<file path="src/rtl/spi_irq_unit.sv">
`timescale 1ns/1ps
module spi_irq_unit #(
  parameter int DATA_W  = 32,
  parameter int ADDR_W  = 6,
  parameter logic [ADDR_W-1:0] OFS_CLR = 6'h0c,
  parameter logic [ADDR_W-1:0] OFS_MSK = 6'h20,
  parameter logic [ADDR_W-1:0] OFS_RAW = 6'h24
) (
  input  logic              clk,
  input  logic              rst_n,
  input  logic [3:0]        evt,
  input  logic [3:0]        ien,
  input  logic              wr_en,
  input  logic [ADDR_W-1:0] addr,
  input  logic [DATA_W-1:0] wdata,
  output logic [DATA_W-1:0] rdata,
  output logic              irq
);
  localparam int NSRC = 4;
  localparam int PAD  = DATA_W - NSRC;

  logic [NSRC-1:0] raw_q;
  logic [NSRC-1:0] en_vec;
  logic [NSRC-1:0] masked;
  logic [NSRC-1:0] clr_mask;
  logic            unused_wdata;

  assign unused_wdata = ^wdata[DATA_W-1:NSRC];

  // control bit 5 gates flag 0, bit 4 gates flag 1
  assign en_vec   = {ien[3], ien[2], ien[0], ien[1]};
  assign masked   = raw_q & en_vec;
  assign clr_mask = (wr_en && addr == OFS_CLR) ? wdata[NSRC-1:0] : '0;

  always_ff @(posedge clk) begin
    if (!rst_n) raw_q <= '0;
    else        raw_q <= (raw_q & ~clr_mask) | evt;
  end

  always_comb begin
    rdata = '0;
    if (addr == OFS_MSK)      rdata = {{PAD{1'b0}}, masked};
    else if (addr == OFS_RAW) rdata = {{PAD{1'b0}}, raw_q};
  end

  assign irq = |masked;
endmodule


</file>
<file path="config.mk">
export PLATFORM = sky130hd
export DESIGN_NAME = spi_irq_unit
export DESIGN_NICKNAME = d
export VERILOG_FILES = /design/src/rtl/spi_irq_unit.sv
export SDC_FILE = /design/constraint.sdc
export NUM_CORES = 1
export LEC_CHECK = 0
export BUFFER_PORTS_ARGS = -buffer_cell sky130_fd_sc_hd__buf_2
export CAP_MARGIN = 40
export CORE_UTILIZATION = 28
export DETAILED_ROUTE_END_ITERATION = 8
export GPL_TIMING_DRIVEN = 0
export PLACE_DENSITY_LB_ADDON = 0.05
export SYNTH_ARGS = -nofsm -noshare
export SYNTH_HDL_FRONTEND = slang
export SYNTH_SLANG_ARGS = --single-unit
</file>
<file path="constraint.sdc">
create_clock -name clk -period 2.2 [get_ports clk]
set_input_delay 0.44 -clock clk [delete_from_list [all_inputs] [get_ports clk]]
set_output_delay 0.44 -clock clk [all_outputs]
set_load 0.05 [all_outputs]
</file>
==> flow_metrics.tcl, run 1 <==
set metrics [dict create \
    cts_inserted_buffers 3 \
    hold_viol_final 0 \
    use_met2 0.154 \
    cts_num_sinks 4 \
    slowest_delay_ps 400 \
    worst_slew_pin_slew_ps 492 \
    ir_drop_mv 0.235 \
    finalNetCount 166 \
    place_congestion 0.672 \
    pwr-share-clk 0.246 \
    clk_latency_ps 230 \
    ys_seq_area_frac 0.176 \
    cts_resized 0 \
    overflow 0 \
    reg.largest.list "raw_q: 4 flops" \
    track_usage 0.108 \
    placedInstanceArea_sq_um 702 \
    drtAntennaViolNets 0 \
    synthDistinctLibCells 12 \
    combPwrFrac 0.531 \
    htree_levels 1 \
    crit_arrival_ps 1440 \
    syn_area_sq_um 455 \
    hold_class "input port to flop" \
    outcome "complete, no violations" \
    antenna_cells 0 \
    swShare 0.465 \
    timing.final.crit_share 0.855 \
    grt_max_degree 6 \
    path_common_cell "buf_2" \
    top_register "raw_q" \
    gr-usage-met3 0.0345 \
    p_switching_w 0.000171 \
    drtIter0Drc 11 \
    ys_ff_latch 4 \
    slowest_stage "or3_4" \
    whs_endpoint "raw_q[3]" \
    final_cells 131 \
    grt.busiest_layer "met2" \
    io_buffers 25 \
    first_global_vias 345 \
    max_slew_margin 0.670 \
    syn_inst 60 \
    cp_cell_sequence "buf_2, or3_4, nor3_1, buf_2" \
    dieHeight_um 42.3 \
    worstPathRequired_ps 1760 \
    largest_register_ffs 4 \
    drive_above_1_share 0.496 \
    finClkSkew_ps 0 \
    post-route-drc-count 0 \
    drt-pass1-iter-count 4 \
    ff2ff_path_depth 2 \
    grt_pass1_wl_um 1460 \
    critPathBufInv 2 \
    rsz0062_at_grt "false" \
    core_area_sq_mm 0.00151 \
    seqPwrFrac 0.223 \
    reg2reg_to "raw_q[1]" \
    worstHoldPathCells 2 \
    worstSetupEndpointType "output port" \
    power.density_mw_per_mm2 508 \
    crit_family "simple AND/OR/NAND/NOR gates" \
    p_leak_nw 0.452 \
    area_growth_pct 59.1 \
    cts_tree "built" \
    die_w_um 42.3 \
    synth_area_per_cell_sq_um 7.59 \
    wl_per_cell_um 7.33 \
    wirelength_um 960 \
    maxCapViolCount 0 \
    ctsHoldBuffers 0 \
    fp.dieArea_sq_mm 0.00179 \
    mostFrequentLayoutCells "buf_4 (28), conb_1 (28), buf_2 (25)" \
    cp_num_cells 4 \
    crit_type "input port to output port" \
    stdcell_area_sq_um 724 \
    vias 471 \
    antenna_found_initial 0 \
    via_per_inst 3.60 \
    fmax_mhz 532 \
    cp_max_fo 4 \
    r2r-start "raw_q[1]" \
    clockBufferDepth 2 \
    hold_path.startpoint "wdata[3]" \
    cts-root-buf "clkbuf_4" \
    cp-start-kind "input port" \
    rows 14 \
    r2r_setup_slack_ps 1520 \
    cts_setup_buffers 0 \
    path_clk_slew_ps 40 \
    drv_slew 0 \
    met1_usage 0.137 \
    io_pins 82 \
    start_util 0.302 \
    dp.cells 128 \
    ys_warn_count 0 \
    setup_viol 0 \
    internal_power_w 0.000197 \
    finalCriticalPeriod_ps 1880 \
    fillers 166 \
]
## metrics by stage
step / TNS (ps) / hold WS, ps / power, W / utilization / setup WS, ps
6_report: 0 / 409 / 0.000368 / 0.481 / 319
5_1_grt: 0 / 400 / 0.000393 / 0.481 / 227
4_1_cts: 0 / 404 / 0.000372 / 0.481 / 323
3_5_place_dp: 0 / 552 / 0.000277 / 0.466 / 323
3_3_place_gp: 0 / 542 / 0.000276 / 0.466 / 332
2_1_floorplan: -696 / 526 / 0.000250 / - / -174
## worst max-delay path by stage
stage          slack (ps)  startpoint        to
2_1_floorplan        -170     addr[1]  rdata[0]
6_report              320     addr[1]  rdata[0]
3_5_place_dp          320     addr[1]  rdata[0]
4_1_cts               320     addr[1]  rdata[0]
3_3_place_gp          330     addr[1]  rdata[0]
5_1_grt               230     addr[1]  rdata[0]
## cell usage after synthesis
| library cell | n | area [sq um] |
|---|---|---|
| buf_4 | 28 | 210 |
| o21ai_0 | 8 | 40.0 |
| nor3_1 | 5 | 25.0 |
| a41oi_1 | 4 | 35.0 |
| dfxtp_1 | 4 | 80.1 |
| inv_1 | 4 | 15.0 |
| a22oi_1 | 2 | 15.0 |
| and4b_1 | 1 | 10.0 |
| conb_1 | 1 | 3.75 |
| nand2_1 | 1 | 3.75 |
| nand2b_1 | 1 | 6.26 |
| or3_4 | 1 | 11.3 |
## routing by layer
metal	wire, um	up-vias
met5	0	-
met4	0	0
met3	126	0
met2	436	31
met1	397	178
li1	-	262
## cell type report
cell class	count	area (sq um)	area share
Sequential cell	4	80.1	0.111
Timing Repair Buffer	25	125	0.173
Inverter	4	15.0	0.0207
Clock buffer	3	22.5	0.0311
Tap cell	16	20.0	0.0276
Multi-Input combinational cell	51	251	0.347
Buffer	28	210	0.290
## worst register-to-register path, cell delays in order, from the launching register on
cell,delay [ps]
dfxtp_1,320
o21ai_0,160
a41oi_1,60
## cells by family after synthesis
kind of cell / count (synthesis) / share of synthesized area
buf+inv: 32 / 0.494
compound gates: 14 / 0.198
simple gates: 9 / 0.124
flops: 4 / 0.176
other cells: 1 / 0.00823
## power by group through the flow
stage | Combinational [W] | Sequential (W) | Clock (W)
2_1_floorplan | 0.000168 | 0.0000817 | 0
3_3_place_gp | 0.000193 | 0.0000830 | 0
5_1_grt | 0.000206 | 0.0000827 | 0.000104
4_1_cts | 0.000194 | 0.0000821 | 0.0000961
3_5_place_dp | 0.000194 | 0.0000831 | 0
6_report | 0.000195 | 0.0000821 | 0.0000904
(Power assumes the default switching activity.)
==> inputs of run 2 (changes only) <==
ABC_AREA = 1   (was not set)
==> run 2 against run 1 <==
Critical path depth increased by 1; global-route usage decreased by 0.28 points; register-to-register slack improved by 90 ps; first-iteration DRC count decreased by 91%; flip-flop and latch count unchanged; combinational power about the same; sequential power about the same; cell count increased by 7.6%; fmax increased by 6.6%; sequential share of layout area decreased by 0.11 points; via count increased by 4.7%; largest power group unchanged.
==> flow_metrics.tcl, run 2 <==
set metrics [dict create \
    clk_latency_ps 240 \
    antenna_cells 0 \
    syn_inst 70 \
    core_area_sq_mm 0.00152 \
    power.density_mw_per_mm2 504 \
    drtIter0Drc 1 \
    place_congestion 0.723 \
    overflow 0 \
    area_growth_pct 58.1 \
    synth_area_per_cell_sq_um 6.61 \
    dp_hpwl_um 821 \
    synthDistinctLibCells 10 \
    die_w_um 42.7 \
    synth_area_leader_cell "buf_4" \
    reg2reg_to "raw_q[0]" \
    syn_area_sq_um 463 \
    worstPathRequired_ps 1760 \
    slowest_delay_ps 270 \
    synth_flop_cell "dfxtp_1" \
    seq_area_sq_um 80.1 \
    finalPower_w 0.000369 \
    fmax_mhz 567 \
    htree_levels 1 \
    cts-root-buf "clkbuf_4" \
    cts_tree "built" \
    ctsHoldBuffers 0 \
    crit_arrival_ps 1320 \
    hold_path.startpoint "evt[1]" \
    timing.final.crit_share 0.802 \
    drv_slew 0 \
    cts_setup_buffers 0 \
    io_buffers 25 \
    finalCriticalPeriod_ps 1760 \
    synth_edf_count 0 \
    ir_drop_mv 0.208 \
    clockBufferDepth 2 \
    cts_num_sinks 4 \
    cts_inserted_buffers 3 \
    track_usage 0.105 \
    wirelength_um 922 \
    setup_viol 0 \
    rows 14 \
    ys_seq_area_frac 0.173 \
    drt-pass1-iter-count 2 \
    crit_type "input port to output port" \
    start_util 0.304 \
    hold_viol_final 0 \
    via_per_inst 3.50 \
    r2r-start "raw_q[0]" \
    largest_register_ffs 4 \
    synthTopCellsByCount "buf_4 (28), nand2_1 (9), inv_1 (7), nand4_1 (6), nor2_1 (5)" \
    cp_max_fo 5 \
    ys_warn_count 0 \
    grt_max_degree 6 \
    finClkSkew_ps 0 \
    slowest_stage "buf_2" \
    placedInstanceArea_sq_um 709 \
    fp.dieArea_sq_mm 0.00182 \
    drtAntennaViolNets 0 \
    worstHoldPathCells 3 \
    cp_cell_sequence "buf_2, nor2_2, nand4_1, nor2_1, buf_2" \
    fin_tns_setup_ps 0 \
    first_global_vias 375 \
    p_leak_nw 0.477 \
    top_register "raw_q" \
    hold_slack_ps 438 \
    stdcell_area_sq_um 732 \
    cp-start-kind "input port" \
    dieHeight_um 42.7 \
    hold_class "input port to flop" \
    synth_top_area_frac 0.454 \
    maxCapViolCount 0 \
    ys_ff_latch 4 \
    fillers 174 \
    antenna_found_initial 0 \
    io_pins 82 \
    synth.most_common_cell "buf_4" \
    post-route-drc-count 0 \
    synth_area_leaders "buf_4 (45%), dfxtp_1 (17%), nand4_1 (8.1%), nand2_1 (7.3%), inv_1 (5.7%)" \
    wl_per_cell_um 6.54 \
    critPathBufInv 2 \
    finalNetCount 176 \
    whs_endpoint "raw_q[1]" \
    mostFrequentLayoutCells "buf_4 (28), conb_1 (28), buf_2 (25)" \
    multi_input_area_sq_um 248 \
    outcome "complete, no violations" \
    ff2ff_path_depth 2 \
    drive_above_1_share 0.464 \
    r2r_setup_slack_ps 1610 \
    reg.largest.list "raw_q: 4 flops" \
    cts_resized 0 \
    synth-async-reset-ratio 0 \
    rsz0062_at_grt "false" \
    grt_pass1_wl_um 1460 \
    path_common_cell "buf_2" \
    path_clk_slew_ps 40 \
    vias 493 \
    worstSetupEndpointType "output port" \
    crit_family "simple AND/OR/NAND/NOR gates" \
]
==> run 2: logic make-up (layout without fill, tap and decap cells) <==
group	Yosys count	after routing	synth area share
AND/OR/NAND/NOR	22	22	0.222
buffers and inverters	35	63	0.511
flip-flops	4	4	0.173
other	1	28	0.00810
AO/OA/AOI/OAI	8	8	0.0865
==> run 2: worst max path at each step <==
stage	startpoint	endpoint	slack, ps	cells after the start
6_report	addr[1]	rdata[1]	440	5
5_1_grt	addr[1]	rdata[2]	330	5
4_1_cts	addr[1]	rdata[1]	410	5
3_5_place_dp	addr[1]	rdata[1]	400	5
3_3_place_gp	addr[1]	rdata[3]	410	5
2_1_floorplan	addr[1]	rdata[0]	330	3
==> run 2: layout make-up <==
type / count / area share
clock buffer: 3 / 0.0308
timing repair buffer: 25 / 0.171
multi-input combinational: 58 / 0.338
inverter: 7 / 0.0359
sequential: 4 / 0.109
buffer: 28 / 0.287
tap: 16 / 0.0274
==> run 2: per-layer routing <==
metal  vias up  GRT usage  wire (um)
li1        276          -          -
met1       185      0.115        352
met2        30      0.167        424
met3         2     0.0383        132
met4         0     0.0750         12
met5         -          0          0
==> run 2: power by group <==
part / internal, W / total [W] / leakage [nW] / switching (W)
clock network: 0.0000612 / 0.0000931 / 0.0138 / 0.0000320
registers: 0.0000782 / 0.0000822 / 0.0336 / 0.00000397
logic: 0.0000557 / 0.000194 / 0.429 / 0.000138
total: 0.000195 / 0.000369 / 0.477 / 0.000174
==> run 2: worst min-delay path: cells and delay by family <==
kind / cells / cell delay, ps
compound gates: 1 / 50
buf+inv: 2 / 130
==> run 2: per-stage QoR <==
stage,cells,setup slack (ps),util
2_1_floorplan,97,330,-
3_3_place_gp,138,414,0.466
3_5_place_dp,138,404,0.466
4_1_cts,141,406,0.480
5_1_grt,141,329,0.480
6_report,141,435,0.480
